$ cat config.mk
export PLATFORM = sky130hd
export DESIGN_NAME = kbd_latch
export DESIGN_NICKNAME = d
export VERILOG_FILES = /design/src/rtl/kbd_latch.sv
export SDC_FILE = /design/constraint.sdc
export NUM_CORES = 1
export LEC_CHECK = 0
export BUFFER_PORTS_ARGS = -buffer_cell sky130_fd_sc_hd__buf_4
export CORE_UTILIZATION = 30
export CTS_CLUSTER_SIZE = 14
export DETAILED_ROUTE_END_ITERATION = 8
export PLACE_DENSITY_LB_ADDON = 0.12
export SETUP_SLACK_MARGIN = 0.2
export SYNTH_ARGS = -nofsm -noshare
export SYNTH_HDL_FRONTEND = slang
export SYNTH_SLANG_ARGS = --single-unit
$ cat constraint.sdc
create_clock -name clk -period 3.7 [get_ports clk]
set_clock_uncertainty 0.2 [all_clocks]
set_input_delay 0.37 -clock clk [delete_from_list [all_inputs] [get_ports clk]]
set_output_delay 0.37 -clock clk [all_outputs]
set_load 0.02 [all_outputs]
$ cat src/rtl/kbd_latch.sv
module kbd_latch #(
  parameter int ADDR_W = 8,
  parameter int CODE_W = 7,
  parameter logic [ADDR_W-1:0] DATA_ADDR = 8'h00,
  parameter logic [ADDR_W-1:0] CLR_ADDR  = 8'h10
) (
  input  logic              clk,
  input  logic              rst_n,
  input  logic [CODE_W-1:0] key_code,
  input  logic              key_valid,
  input  logic [2:0]        buttons,
  input  logic [ADDR_W-1:0] cpu_addr,
  input  logic              cpu_rd,
  input  logic              cpu_wr,
  output logic [CODE_W:0]   cpu_rdata,
  output logic              cpu_hit
);
  localparam int DW = CODE_W + 1;

  logic [DW-1:0] latch_q;

  wire              clr_hit = (cpu_rd | cpu_wr) && (cpu_addr == CLR_ADDR);
  wire [ADDR_W-1:0] btn_off = cpu_addr - CLR_ADDR;
  wire              btn_sel = (btn_off >= ADDR_W'(1)) && (btn_off <= ADDR_W'(3));
  wire [1:0]        btn_idx = btn_off[1:0] - 2'd1;

  always_ff @(posedge clk) begin
    if (!rst_n)
      latch_q <= '0;
    else if (key_valid)
      latch_q <= {1'b1, key_code};
    else if (clr_hit)
      latch_q[DW-1] <= 1'b0;
  end

  always_comb begin
    cpu_rdata = '0;
    cpu_hit   = 1'b0;
    if (cpu_rd) begin
      if (cpu_addr == DATA_ADDR || cpu_addr == CLR_ADDR) begin
        cpu_rdata = latch_q;
        cpu_hit   = 1'b1;
      end else if (btn_sel) begin
        cpu_rdata = {buttons[btn_idx], {CODE_W{1'b0}}};
        cpu_hit   = 1'b1;
      end
    end
  end
endmodule

==> results by stage <==
Logic synthesis:
- The warning count from the yosys run is 0.
- Summing the areas of all compound-gate instances in the mapped netlist gives 6.59% of the synthesized area.
- Of the total synthesized cell area, the portion taken by full adders, half adders and majority gates is 7.32%.
- The synthesized netlist devotes 0% of its cell area to XOR and XNOR gates.
- After synthesis, the netlist uses 21 different library cells.
- The combinational family with the most area after synthesis is simple AND/OR/NAND/NOR gates.
- The sequential-to-total area share from yosys stat is 31.2%.
- The multiplexer area fraction after synthesis is 17.8%.
- The synthesized netlist net count is just over 80.
- The top cell type by area accounts for 31.2% of the synthesized area.
- The synthesized netlist devotes 34.6% of its cell area to simple gates.
- After synthesis the cells add up to 513 um2.
- The number of instances in the synthesized netlist is 55.
- The prevailing post-synth register cell is dfxtp_1.
- The mean instance size in the synthesized netlist is a little over 9 um2.
- Counting flops with an async set or reset pin after synthesis yields a share of 0%.
- After synthesis the netlist holds a flip-flop and latch count of 8.
- The count of flip-flops with a built-in enable after synthesis is 0.
- After synthesis, the cell types taking the most area are dfxtp_1, mux2i_1, and2_1, nor2b_1, ha_1.
- The leading area contributor after synthesis is dfxtp_1.

Critical path:
- The logic depth of the worst register-to-register path is 2.
- The most numerous cell type found on the critical path is buf_4.
- The critical path data arrival time is between 1.5 and 2 ns.
- At the worst endpoint, the required time is 3.13 ns.
- Following the worst setup path forward leads to its endpoint at cpu_rdata[7].
- The number of buffer and inverter stages on the critical path is 3.
- The setup path with the least slack is of type in2out.
- The slowest cell on the critical path is ha_1.
- The cell family with the largest share of critical-path delay is multiplexers.
- The endpoint identified for the worst register-to-register timing path is latch_q[7].
- The worst setup path is captured at an output port.
- Traced cell by cell, the critical path runs through buf_4, inv_1, ha_1, mux2i_1, mux2_2, o31ai_2, buf_4.
- In this run the worst setup path begins at cpu_addr[0].
- The kind of launch point of the worst setup path is an input port.
- The maximum single-stage delay on the critical path is 0.26 ns.
- The top fanout value on the critical path is 3.
- The critical path runs through a total of 7 cells.
- The startpoint of the most critical register-to-register path is latch_q[7].
- The minimum setup slack among reg-to-reg paths is 2.88 ns.

Global route:
- The via count of the first global-routing pass was 479.
- The initial antenna violation count came to 0.
- Entering global routing, the biggest net connects 10 pins.
- The global-route usage over all layers is 13.4%.
- The first global-routing pass estimated 1850 um of wire.
- The total overflow reported by the global router is 0.

Route:
- The detailed router finished its first iteration with 5 violations.
- The overall routed net length is 1050 um.
- In this run the remaining antenna-violating nets after routing total 0.
- The routed wire length per instance is 10.1 um.
- For this run, the detailed router's first-pass iteration total came to 6.
- Across all layers, the routed design uses 484 vias.
- The ratio of routed vias to standard cells is 4.65.
- For this run, design rule violations remaining after detail routing come to 4.

Floorplanning:
- The site row count is 14.
- The die height is 43.4 um.
- In this run the count of I/O pins placed on the die edge is 32.
- The placeable core area is 1560 um2.
- The initial utilization of the core area, before any placement, comes to between 30% and 40%.
- The die outline area is 1880 um2.
- The die boundary width is 43.4 um.

Timing:
- The setup violation total in the final timing report is 0.
- In the final timing run, aggregate negative setup slack is 0 ns.
- The final worst setup slack is roughly 1.5 ns.
- Setup repair after global routing left no endpoint under its margin.
- The final count of pins violating max slew is 0.
- The total count of hold-check failures in the final report came to 0.
- At the pin with the least slew margin, the transition time is 0.226 ns.
- After layout, the worst path uses between 50% and 60% of the clock period.
- Static timing analysis puts the maximum clock frequency at 461 MHz.
- The worst pin sits at a relative slew slack of between 80% and 90%.
- The final period demand of the worst path is 2.17 ns.

Clock network:
- Buffers added to address setup during post-CTS repair amount to 0.
- The count of H-tree levels built during CTS is 1.
- TritonCTS built the clock tree.
- The number of hold buffers added after CTS was 0.
- The post-cts resize count is 0.
- The clock net in this run drives a total of 8 sinks.
- The number of buffers created by CTS is 3.
- The longest clock path from root to sink contains 2 buffers.
- Clock-pin slew was measured on the worst setup and hold paths at roughly 0.060 ns.
- The clock latency on the worst-skew pair is 0.25 ns.
- The root buffer cell chosen for the clock tree is clkbuf_4.

Placed design:
- The placed instances occupy a cell area of 761 um2.
- The worst setup slack before clock tree synthesis is 1.52 ns.
- The routability-driven placement congestion ratio is between 0.6 and 0.7.
- Detailed placement ended at an HPWL of approximately 840 um.
- Buffers placed on the I/O ports in this run total 31.

Cells and area:
- Leaving out fill and tap cells, the most frequent cell in the layout is buf_4.
- The share of final-layout standard cells stronger than drive strength 1 is between 40% and 50%.
- Summing all non-filler instances in the final layout gives an area of 783 um2.
- The largest registers in the layout are latch_q: 8 flops.
- 0 antenna diodes ended up in the layout.
- In the final design database the tool counted between 100 and 150 nets.
- The top cell types in the final layout, fill and taps aside, are buf_4, and2_1, mux2i_1, dfxtp_1, nor2b_1.
- The register with the most flip-flops in the layout has 8 of them.
- Relative to the synthesized area, the layout overhead comes to 52.7%.
- More flip-flops sit in one register than any other, and that register is latch_q.

Hold path:
- The path class of the tightest hold or removal check is in2reg.
- The depth of the worst hold-timing path is 3.

Status:
- The flow ran to the end, but the final reports show violations.
- The checks that failed: design-rule violations.

Pwr:
- Across the VDD grid, the largest voltage drop is 0.0974 mV.
- The power density normalized to cell area is 259 nW/um2.
- The cell leakage power is ~0.39 nW.

Job:
- Max-cap violations in this run came to 0.
==> power breakdown <==
part	internal [mW]	total [mW]	switching [mW]
Clock	0.0371	0.0658	0.0287
Sequential	0.0915	0.0938	0.00229
Combinational	0.0270	0.0435	0.0166
Total	0.156	0.203	0.0476
==> synthesized netlist by cell type (2+ instances only) <==
| master | instances |
|---|---|
| inv_1 | 2 |
| mux2i_1 | 8 |
| dfxtp_1 | 8 |
| o21ai_0 | 2 |
| and2_1 | 8 |
| nor2b_1 | 7 |
| nor2_1 | 4 |
| ha_1 | 3 |
==> metal layers <==
metal / share of wire (%) / vias up / global-route usage (%)
li1: - / 254 / -
met1: 41 / 206 / 13.9
met2: 51 / 22 / 24.2
met3: 6.3 / 2 / 1.25
met4: 1.8 / 0 / 11.3
met5: 0 / - / 0
==> layout make-up <==
| type | count | area, um2 |
|---|---|---|
| fill | 163 | 776 |
| timing repair buffer | 31 | 233 |
| multi-input combinational | 44 | 340 |
| tap | 16 | 20.0 |
| clock buffer | 3 | 22.5 |
| sequential | 8 | 160 |
| inverter | 2 | 7.51 |
==> stage by stage <==
step | std cells | utilization [%] | total power, mW | hold slack (ns)
floorplan | 55 | - | 0.116 | 0.274
global placement | 101 | 48.8 | 0.139 | 0.289
detailed placement | 101 | 48.8 | 0.140 | 0.295
CTS | 104 | 50.2 | 0.206 | 0.175
global route | 104 | 50.2 | 0.217 | 0.187
finish | 104 | 50.2 | 0.203 | 0.177
==> worst min path at each step <==
stage / startpoint / to
2_1_floorplan: latch_q[0] / latch_q[0]
5_1_grt: key_code[2] / latch_q[2]
3_5_place_dp: latch_q[1] / latch_q[1]
3_3_place_gp: latch_q[1] / latch_q[1]
6_report: key_code[0] / latch_q[0]
4_1_cts: key_code[0] / latch_q[0]
==> cells by family after synthesis <==
| group | count (synthesis) |
|---|---|
| simple gates | 27 |
| mux | 9 |
| flops | 8 |
| compound gates | 5 |
| buf+inv | 3 |
| fa+ha+maj | 3 |
==> worst register-to-register path: stages (launching register included) <==
cell     delay, ns
dfxtp_1       0.31
o21ai_0       0.14
a31oi_1       0.05
Note: power is estimated with default switching activity, not from simulation.
